## src/rtl/rcg_pkg.sv

```systemverilog
package rcg_pkg;
    parameter int unsigned RCG_RATIO_W = 8;
    parameter int unsigned RCG_STAMP_W = 64;

    typedef enum logic {
        DUTY_DONT_CARE = 1'b0,
        DUTY_DEFINED   = 1'b1
    } duty_mode_e;
endpackage

```

## src/rtl/rcg_lane.sv

```systemverilog
module rcg_lane
    import rcg_pkg::*;
#(
    parameter int unsigned RATIO_W = RCG_RATIO_W
) (
    input  logic               uclk,
    input  logic               rst,
    input  logic               run_en,
    input  logic [RATIO_W-1:0] div_n,
    input  logic [RATIO_W-1:0] phase_n,
    input  logic               duty_mode,
    output logic               lane_out
);
    typedef struct packed {
        logic [RATIO_W-1:0] dly;
        logic [RATIO_W-1:0] pos;
        logic               out;
    } lane_st_t;

    lane_st_t st_d, st_q;
    logic [RATIO_W-1:0] eff_n;
    logic [RATIO_W-1:0] hi_len;
    duty_mode_e         mode;

    always_comb begin
        mode = duty_mode_e'(duty_mode);
        // a zero divisor acts as one; a defined-duty 1/1 needs two edges
        if (div_n <= RATIO_W'(1)) begin
            eff_n = (mode == DUTY_DEFINED) ? RATIO_W'(2) : RATIO_W'(1);
        end else begin
            eff_n = div_n;
        end
        hi_len = eff_n >> 1;
    end

    always_comb begin
        st_d = st_q;
        if (rst) begin
            st_d.dly = phase_n;
            st_d.pos = '0;
            st_d.out = 1'b0;
        end else if (run_en) begin
            if (st_q.dly != '0) begin
                st_d.dly = st_q.dly - RATIO_W'(1);
                st_d.out = 1'b0;
            end else begin
                if (mode == DUTY_DEFINED) begin
                    st_d.out = (st_q.pos < hi_len);
                end else begin
                    st_d.out = (st_q.pos == '0);
                end
                st_d.pos = (st_q.pos >= eff_n - RATIO_W'(1)) ? '0 : st_q.pos + RATIO_W'(1);
            end
        end else if (mode == DUTY_DONT_CARE) begin
            st_d.out = 1'b0;
        end
    end

    always_ff @(posedge uclk) begin
        st_q <= st_d;
    end

    assign lane_out = st_q.out;

    AST_LANE_RESET: assert property (@(posedge uclk) rst |=> !lane_out);
    AST_DC_IDLE: assert property (@(posedge uclk) disable iff (rst)
        (!duty_mode && !run_en) |=> !lane_out);
    AST_DUTY_HOLD: assert property (@(posedge uclk) disable iff (rst)
        (duty_mode && !run_en) |=> $stable(lane_out));
    AST_PHASE_QUIET: assert property (@(posedge uclk) disable iff (rst)
        (st_q.dly != '0) |=> !lane_out);
endmodule

```

## src/rtl/rcg_stamp.sv

```systemverilog
module rcg_stamp
    import rcg_pkg::*;
#(
    parameter int unsigned STAMP_W = RCG_STAMP_W
) (
    input  logic               uclk,
    input  logic               rst,
    input  logic               run_en,
    output logic [STAMP_W-1:0] stamp
);
    typedef struct packed {
        logic [STAMP_W-1:0] cnt;
    } stamp_st_t;

    stamp_st_t st_d, st_q;

    always_comb begin
        st_d = st_q;
        if (rst) begin
            st_d.cnt = '0;
        end else if (run_en) begin
            st_d.cnt = st_q.cnt + STAMP_W'(1);
        end
    end

    always_ff @(posedge uclk) begin
        st_q <= st_d;
    end

    assign stamp = st_q.cnt;

    AST_STAMP_RESET: assert property (@(posedge uclk) rst |=> (stamp == '0));
    AST_STAMP_STEP: assert property (@(posedge uclk) disable iff (rst)
        run_en |=> (stamp == $past(stamp) + STAMP_W'(1)));
    AST_STAMP_HOLD: assert property (@(posedge uclk) disable iff (rst)
        !run_en |=> $stable(stamp));
    AST_STAMP_WRAP: assert property (@(posedge uclk) disable iff (rst)
        (run_en && (&stamp)) |=> (stamp == '0));
endmodule

```

## src/rtl/ratio_clock_gen.sv

```systemverilog
module ratio_clock_gen
    import rcg_pkg::*;
#(
    parameter int unsigned NUM_CLKS = 4,
    parameter int unsigned RATIO_W  = RCG_RATIO_W,
    parameter int unsigned STAMP_W  = RCG_STAMP_W
) (
    input  logic                        uclk,
    input  logic                        rst,
    input  logic                        run_en,
    input  logic [NUM_CLKS*RATIO_W-1:0] div_cfg,
    input  logic [NUM_CLKS*RATIO_W-1:0] phase_cfg,
    input  logic [NUM_CLKS-1:0]         duty_cfg,
    output logic [NUM_CLKS-1:0]         cclk,
    output logic                        fast_strobe,
    output logic [STAMP_W-1:0]          cycle_stamp
);
    typedef struct packed {
        logic fast;
    } top_st_t;

    top_st_t st_d, st_q;

    always_comb begin
        st_d = st_q;
        st_d.fast = run_en && !rst;
    end

    always_ff @(posedge uclk) begin
        st_q <= st_d;
    end

    assign fast_strobe = st_q.fast;

    for (genvar gi = 0; gi < NUM_CLKS; gi++) begin : g_lane
        rcg_lane #(
            .RATIO_W (RATIO_W)
        ) u_lane (
            .uclk      (uclk),
            .rst       (rst),
            .run_en    (run_en),
            .div_n     (div_cfg[gi*RATIO_W +: RATIO_W]),
            .phase_n   (phase_cfg[gi*RATIO_W +: RATIO_W]),
            .duty_mode (duty_cfg[gi]),
            .lane_out  (cclk[gi])
        );
    end

    rcg_stamp #(
        .STAMP_W (STAMP_W)
    ) u_stamp (
        .uclk   (uclk),
        .rst    (rst),
        .run_en (run_en),
        .stamp  (cycle_stamp)
    );

    AST_FAST_ON: assert property (@(posedge uclk) disable iff (rst)
        run_en |=> fast_strobe);
    AST_FAST_OFF: assert property (@(posedge uclk) disable iff (rst)
        !run_en |=> !fast_strobe);
endmodule

```

## config.mk

```make
export PLATFORM = sky130hd
export DESIGN_NAME = ratio_clock_gen
export DESIGN_NICKNAME = d
export VERILOG_FILES = /design/src/rtl/rcg_pkg.sv /design/src/rtl/rcg_lane.sv /design/src/rtl/rcg_stamp.sv /design/src/rtl/ratio_clock_gen.sv
export SDC_FILE = /design/constraint.sdc
export NUM_CORES = 1
export LEC_CHECK = 0
export BUFFER_PORTS_ARGS = -buffer_cell sky130_fd_sc_hd__buf_2
export CORE_MARGIN = 4
export CORE_UTILIZATION = 58
export CTS_CLUSTER_SIZE = 16
export DETAILED_ROUTE_END_ITERATION = 12
export GPL_TIMING_DRIVEN = 0
export PLACE_DENSITY = 0.92
export SLEW_MARGIN = 20
export SYNTH_ARGS = -nofsm -noshare
export SYNTH_HDL_FRONTEND = slang
export SYNTH_SLANG_ARGS = --single-unit
```

## constraint.sdc

```tcl
create_clock -name uclk -period 3.9 [get_ports uclk]
set_input_delay 0.585 -clock uclk [delete_from_list [all_inputs] [get_ports uclk]]
set_output_delay 0.585 -clock uclk [all_outputs]
set_load 0.02 [all_outputs]
```

# After elaboration in Yosys (flattened, before gate mapping)

Cells that the tools add are included.

Word-level logic and storage cells: 114
Output and inout port bits: 69
Register bits after elaboration: 133

Reductions and logical operators: 23
Order comparisons: 12
Multiplexer cells: 44
Add/sub/neg operators: 13
Bitwise logic cells: 4
Equality and inequality tests: 4

Operator list:

| kind                    | number |
|---|---|
| $mux W8                 | 16 |
| $mux W17                | 4 |
| $add A64 B1 Y64 const B | 1 |
| $mux W16                | 4 |
| $sub A8 B1 Y8 const B   | 8 |
| $add A8 B1 Y8 const B   | 4 |
| $ge A8 B8 Y1            | 4 |
| $le A8 B1 Y1 const B    | 4 |
| $logic_not A8 Y1        | 4 |
| $lt A8 B7 Y1            | 4 |
| $reduce_bool A8 Y1      | 4 |
| $mux W1                 | 16 |
| $reduce_and A2 Y1       | 8 |
| $reduce_bool A2 Y1      | 5 |
| $mux W2                 | 4 |
| $ne A2 B2 Y1 const B    | 4 |
| $not A1 Y1              | 4 |
| $logic_and A1 B1 Y1     | 1 |
| $logic_not A1 Y1        | 1 |

# Depth between registers and ports, before layout

Gate-level depths: netlist of the first run.

Depth in word-level cells: 8
Depth in mapped cells: 13

# Modules after synthesis

Synthesis of the first run repeated with hierarchy kept, for this count alone.

Cell total of the unflattened synthesis: 998
Area total of the unflattened synthesis: 8,754.6 µm²

Modules (own cells, without submodules):

| module                           | area each (µm²) | instances | sequential area each (µm²) | cells an instance |
|---|---|---|---|---|
| rcg_lane at g_lane[1].u_lane ... | 1,435.1         | 3         | 420.4                      | 162 |
| rcg_stamp                        | 3,027.9         | 1         | 1,281.2                    | 347 |
| rcg_lane at g_lane[0].u_lane     | 1,387.6         | 1         | 420.4                      | 163 |
| ratio_clock_gen                  | 33.8            | 1         | 20.0                       | 2 |

# Worst setup path after synthesis of the first run

No wires, ideal clock.

Path kind: input to register
Start point: in div_cfg[27]
End point: reg g_lane[3].u_lane.st_q[1] in the netlist's numbering
Slack: 0.558 ns
Path buffers: 0
Arrival: 3.197 ns
Stages: 11
Required time: 3.754 ns
Library setup time: 0.146 ns
Cells stage by stage: or4_1 -> nor4_1 -> mux2i_1 -> ha_1 -> nand3_1 -> nor3_1 -> xnor2_1 -> ha_1 -> nand2_1 -> o31ai_1 -> nor2_1

Word-level cells in the longest chain between the ends: 5

Ends and longest elaborated chain:

| item                 | line                  | RTL |
|---|---|---|
| from (decl)          | ratio_clock_gen.sv:11 | `input logic [NUM_CLKS*RATIO_W-1:0] div_cfg,` |
| $le A8 B1 Y1         | rcg_lane.sv:28        | `if (div_n <= RATIO_W'(1)) begin` |
| $mux W8 *            | rcg_lane.sv:28        |  |
| $sub A8 B1 Y8 *      | rcg_lane.sv:52        | `st_d.pos = (st_q.pos >= eff_n - RATIO_W'(1)) ? '0 : st_q.pos + RATIO_W'(1);` |
| $ge A8 B8 Y1 *       | rcg_lane.sv:52        |  |
| $mux W8 *            | rcg_lane.sv:52        |  |
| to (signal assigned) | rcg_lane.sv:60        | `st_q <= st_d;` |
| to (decl)            | rcg_lane.sv:20        | `lane_st_t st_d, st_q;` |

Mark *: on every way between the ends. The rest lies on a longest branch, timed or not.
A chain may end at the register's enable or synchronous reset.

# Worst setup path in the final report of the first run

Ends and elaborated chain as after synthesis.

==> results of run 1 <==
## logic make-up (layout without fill, tap and decap cells)
| group | Yosys count | after routing | share of synthesized area |
|---|---|---|---|
| buf+inv | 94 | 264 | 0.0480 |
| other cells | 0 | 3 | 0 |
| fa+ha+maj | 73 | 73 | 0.106 |
| compound gates | 194 | 194 | 0.140 |
| simple gates | 402 | 402 | 0.250 |
| flops | 133 | 133 | 0.348 |
| mux | 8 | 8 | 0.00948 |
| xor+xnor | 96 | 96 | 0.0980 |
## critical path: stages
cell	delay, ps
buf_2	110
or4_1	590
nor4_1	260
mux2i_1	340
ha_1	250
nand3_1	130
nor3_1	210
xnor2_1	110
ha_1	290
nand2_1	60
o31ai_1	820
nor2_1	120
## area by class of cell
cell class              count  share of cell area
clock inverters            14              0.0131
clock buffers              18              0.0446
well taps                 184              0.0228
flip-flops and latches    133               0.295
plain buffers              36              0.0192
inverters                  58              0.0216
repair buffers            138              0.0684
multi-input cells         773               0.514
diodes                      3            0.000744
## cell usage in the layout, fill, tap and decap left out, types with 8 or more instances in the layout
cell and instances:
xor2_1 52, ha_1 73, buf_2 140, nor4b_1 8, nor3_1 23, or3_1 18
a211oi_1 9, a21o_1 15, inv_6 8, inv_1 57, nor4_1 17, nand4_1 45
edfxtp_1 32, dfxtp_1 101, o31ai_1 26, o21ai_0 50, nand3_1 50, or4_1 26
clkbuf_16 18, a21oi_1 60, and3_1 10, nand2_1 85, xnor2_1 44, clkbuf_1 22
nor2_1 77
## power by group
part	leakage (nW)	internal, W	switching [W]
clock	0.289	0.000930	0.000653
sequential	1.15	0.00146	0.0000388
combinational	2.76	0.000140	0.000200
## metal layers
layer | track usage | routed length, um | vias to the layer above
li1 | - | - | 4016
met1 | 0.346 | 9510 | 3852
met2 | 0.429 | 10500 | 340
met3 | 0.0565 | 1630 | 60
met4 | 0.130 | 886 | 0
met5 | 0 | 0 | -
## sequential cells by signal (all words and copies together) (netlist names)
register	count
g_lane.u_lane.lane_out	4
g_lane.u_lane.st_q	64
u_stamp.stamp	64
fast_strobe	1
## worst paths after layout
kind / from / to / slack [ps] / cells after the start
worst max-delay path: div_cfg[27] / g_lane[3].u_lane.st_q[1] / 300 / 12
worst min-delay path: duty_cfg[3] / g_lane[3].u_lane.lane_out / 400 / 2
worst max register to register: u_stamp.stamp[0] / u_stamp.stamp[40] / 1150 / 9
worst min register to register: u_stamp.stamp[61] / u_stamp.stamp[61] / 490 / 2
## per-stage QoR
stage / hold slack [ps] / power, W / utilization
detailed placement: 483 / 0.00187 / 0.653
CTS: 380 / 0.00343 / 0.694
finish: 401 / 0.00343 / 0.695
floorplan: 441 / 0.00174 / -
global route: 387 / 0.00355 / 0.695
global placement: 470 / 0.00185 / 0.653
==> results.json, run 1 <==
{
  "die_height_um": 130,
  "global_route.usage.total": 0.268,
  "detail-route-antenna-nets": 0,
  "yosys.area.top_type": "dfxtp_1",
  "power.ir.vdd_worst_v": 0.000353,
  "grt_antenna_before_repair": 3,
  "period_minus_slack_ps": 3600,
  "drive_above_1_share": 0.172,
  "yosysSeqAreaShare": 0.348,
  "nNetsFinal": 1301,
  "core-area_um2": 14500,
  "cts.sinks": 133,
  "cp_data_arrival_time_ps": 3860,
  "postSynth.topFlopCell": "dfxtp_1",
  "maxSlewHeadroom": 0.338,
  "layout.cells.non_filler": 1357,
  "dieWidth_um": 130,
  "required_worst_endpoint_ps": 4170,
  "vias_in_the_first_global_route": 7805,
  "final.setup_skew_ps": 11.5,
  "floorplan.die_area_um2": 16800,
  "syn_area_um2": 8580,
  "synthesis.area_per_instance_um2": 8.58,
  "final_min_period_over_clock_period": 0.922,
  "synth.ff_latch_count": 133,
  "drv_slew": 0,
  "finalSetupViolations": 0,
  "power_leakage_nw": 4.21,
  "ports_placed_on_the_boundary": 140,
  "synth_nets": 1144,
  "hp-class": "in -> reg",
  "grt_max_degree": 17,
  "post_synth_num_cell_types": 66,
  "start_util": 0.590,
  "gp_congestion": 0.880,
  "tritoncts": "yes",
  "cts_hold_repair.buffers": 0,
  "critPathMaxFanout": 8,
  "vias": 8268,
  "cts.reportedPaths.clkPinSlew_ps": 60,
  "cts_root_buffer": "clkbuf_16",
  "type_of_the_setup_path_with_the_least_slack": "in -> reg",
  "post_cts_buffers": 0,
  "drt-vias-per-instance": 6.09,
  "cts.htree.levels": 4,
  "asyncSetResetFlopFracSynth": 0,
  "synthDominantCellAreaShare": 0.236,
  "finalWorstSetupSlack_ps": 304,
  "placement_row_count": 44,
  "multiInputGateArea_um2": 5190,
  "detailedRoute.firstPassIterationCount": 5,
  "hold_viol_final": 0,
  "routedWlPerCell_um": 16.6,
  "p_per_area_nw_per_um2": 339,
  "setup.worst_path.end_class": "register",
  "grt_pass1_wl_um": 36700,
  "num-fill-cells": 1155,
  "io_buffers": 138,
  "rsz0062_at_grt": "no",
  "worst_setup_path_start_kind": "primary input",
  "clk_path_buf_depth": 2,
  "final_cell_area_um2": 10100,
  "post_synth_main_area_contributors": "dfxtp_1 24%, edfxtp_1 11%, ha_1 11%",
  "post-place-cells": 1322,
  "area_growth_pct": 17.7,
  "synthesis.instances": 1000,
  "detailedPlace.worstSlack_ps": -98.9,
  "dp.final_hpwl_um": 16600,
  "drtIter0Drc": 688,
  "yosys-top-cells-count": "101 x dfxtp_1, 85 x nand2_1, 77 x nor2_1",
  "setup_total_negative_slack_ps": 0,
  "yosys.cell_count.top_type": "dfxtp_1",
  "yosys_warnings": 0,
  "run_status": "finished, final reports clean",
  "max_cap_viol_count": 0,
  "sequential_cell_area_um2": 2980,
  "transition_at_the_pin_with_the_smallest_max_transition_slack_ps": 985,
  "synth-edff-count": 32,
  "clock_latency_on_the_worst_skew_pair_ps": 420,
  "max_clock_freq_mhz": 278,
  "cts_inserted_buffers": 17,
  "postPlaceCellArea_um2": 9500,
  "post_cts_resize_count": 0,
  "route.final.wire_length_um": 22500,
  "globalRouteOverflowTotal": 0,
  "detail_route.drc_violations": 0
}
(Power assumes the default switching activity.)
==> run 2: changes to the inputs <==
--- a/config.mk
+++ b/config.mk
@@ -6,9 +6,10 @@
 export NUM_CORES = 1
 export LEC_CHECK = 0
 export BUFFER_PORTS_ARGS = -buffer_cell sky130_fd_sc_hd__buf_2
+export CORE_ASPECT_RATIO = 1.5
 export CORE_MARGIN = 4
 export CORE_UTILIZATION = 58
-export CTS_CLUSTER_SIZE = 16
+export CTS_CLUSTER_SIZE = 10
 export DETAILED_ROUTE_END_ITERATION = 12
 export GPL_TIMING_DRIVEN = 0
 export PLACE_DENSITY = 0.92
==> run 2 against run 1 <==
Compared with the run above:
- clock skew is 2.8 ps lower
- hold slack better by 9.6 ps
- sequential share of layout area is 0.28 points lower
- die area is 0.24% higher
- via count is 0.52% higher
- clock power is 11% higher
- global-route usage is 0.94 points higher
- setup slack worse by 17 ps
- non-clock buffer count stayed put
- register-to-register slack worse by 200 ps
- total power is 5.1% higher
- highest routed layer unchanged
==> results.json, run 2 (synthesized netlist as in run 1, its figures left out) <==
{
  "run_status": "finished, final reports clean",
  "cts_hold_repair.buffers": 0,
  "power.ir.vdd_worst_v": 0.000322,
  "clock_latency_on_the_worst_skew_pair_ps": 410,
  "routed.top_layer": "met4",
  "drtIter0Drc": 466,
  "rsz0062_at_grt": "no",
  "detailedPlace.worstSlack_ps": -123,
  "hp-class": "in -> reg",
  "grt_pass1_wl_um": 38200,
  "cts_root_buffer": "clkbuf_16",
  "routedWlPerCell_um": 17.0,
  "drt-vias-per-instance": 6.07,
  "cts.reportedPaths.clkPinSlew_ps": 60,
  "wl_met2_um": 12300,
  "start_util": 0.590,
  "cts.htree.levels": 4,
  "final.setup_skew_ps": 8.71,
  "area_growth_pct": 18.8,
  "detail-route-antenna-nets": 0,
  "vias": 8311,
  "cts_inserted_buffers": 17,
  "final_min_period_over_clock_period": 0.926,
  "drive_above_1_share": 0.171,
  "required_worst_endpoint_ps": 4150,
  "hold_ws_ps": 410,
  "maxSlewHeadroom": 0.308,
  "placement_row_count": 54,
  "detail_route.drc_violations": 0,
  "drv_slew": 0,
  "wl_met3_um": 1650,
  "clk_path_buf_depth": 2,
  "setup.worst_path.end_class": "register",
  "post_cts_buffers": 0,
  "num-fill-cells": 1093,
  "post-place-cells": 1334,
  "io_buffers": 138,
  "report.power.total_w": 0.00360,
  "ports_placed_on_the_boundary": 140,
  "grt_max_degree": 17,
  "post_cts_resize_count": 0,
  "layout.cells.most_common_list": "140 x buf_2, 101 x dfxtp_1, 85 x nand2_1",
  "cp_data_arrival_time_ps": 3870,
  "vias_in_the_first_global_route": 8186,
  "cts.sinks": 133,
  "layout.cells.non_filler": 1369,
  "period_minus_slack_ps": 3610,
  "critPathMaxFanout": 8,
  "route.final.wire_length_um": 23300,
  "wirelength_met1_um": 8750,
  "finalWorstSetupSlack_ps": 287,
  "max_clock_freq_mhz": 277,
  "transition_at_the_pin_with_the_smallest_max_transition_slack_ps": 1030,
  "hold_viol_final": 0,
  "sequential_cell_area_um2": 2980,
  "gp_congestion": 0.873,
  "globalRouteOverflowTotal": 0,
  "max_cap_viol_count": 0,
  "core-area_um2": 14500,
  "finalSetupViolations": 0,
  "tritoncts": "yes",
  "worst_setup_path_start_kind": "primary input",
  "type_of_the_setup_path_with_the_least_slack": "in -> reg",
  "power_leakage_nw": 4.25,
  "die_height_um": 157,
  "grt_antenna_before_repair": 1,
  "detailedRoute.firstPassIterationCount": 7,
  "floorplan.die_area_um2": 16800,
  "nNetsFinal": 1301,
  "dieWidth_um": 107,
  "multiInputGateArea_um2": 5180,
  "global_route.usage.total": 0.278,
  "dp.final_hpwl_um": 17300,
  "mostFrequentLayoutCell": "buf_2",
  "p_per_area_nw_per_um2": 353
}
[run 2: final timing paths]
path / cells after the start / from / slack (ps) / endpoint
max reg2reg: 6 / u_stamp.stamp[19] / 950 / u_stamp.stamp[61]
min: 2 / duty_cfg[3] / 410 / g_lane[3].u_lane.lane_out
min reg2reg: 2 / u_stamp.stamp[55] / 490 / u_stamp.stamp[55]
max: 12 / div_cfg[27] / 290 / g_lane[3].u_lane.st_q[4]
[run 2: stage by stage]
step	TNS, ps	instance area (um^2)	util
final	0	10200	0.701
after floorplan	0	8580	-
after CTS	0	10200	0.701
after detailed placement	-1100	9510	0.655
after global routing	0	10200	0.701
after global placement	-65.5	9510	0.655
[run 2: worst max-delay path, stage by stage]
cell	delay, ps
buf_2	110
or4_1	610
nor4_1	270
mux2i_1	290
ha_1	250
nand3_1	130
nor3_1	220
xnor2_1	140
ha_1	300
nand2_1	50
o31ai_1	800
nor2_1	120
[run 2: power breakdown]
| part | internal, W | switching [W] |
|---|---|---|
| Sequential | 0.00146 | 0.0000379 |
| Clock | 0.00115 | 0.000605 |
| Combinational | 0.000140 | 0.000204 |
| Total | 0.00275 | 0.000847 |
[run 2: final cells by class]
class / count / share of cell area
Tap cell: 196 / 0.0241
Clock buffer: 24 / 0.0556
Antenna cell: 3 / 0.000737
Clock inverter: 8 / 0.0101
Multi-Input combinational cell: 773 / 0.509
Inverter: 58 / 0.0214
Buffer: 36 / 0.0190
Timing Repair Buffer: 138 / 0.0678
Sequential cell: 133 / 0.293
[run 2: layer usage]
metal,GRT usage,up-vias
met4,0.108,0
met1,0.301,3947
li1,-,4007
met2,0.510,308
met5,0,-
met3,0.0739,49
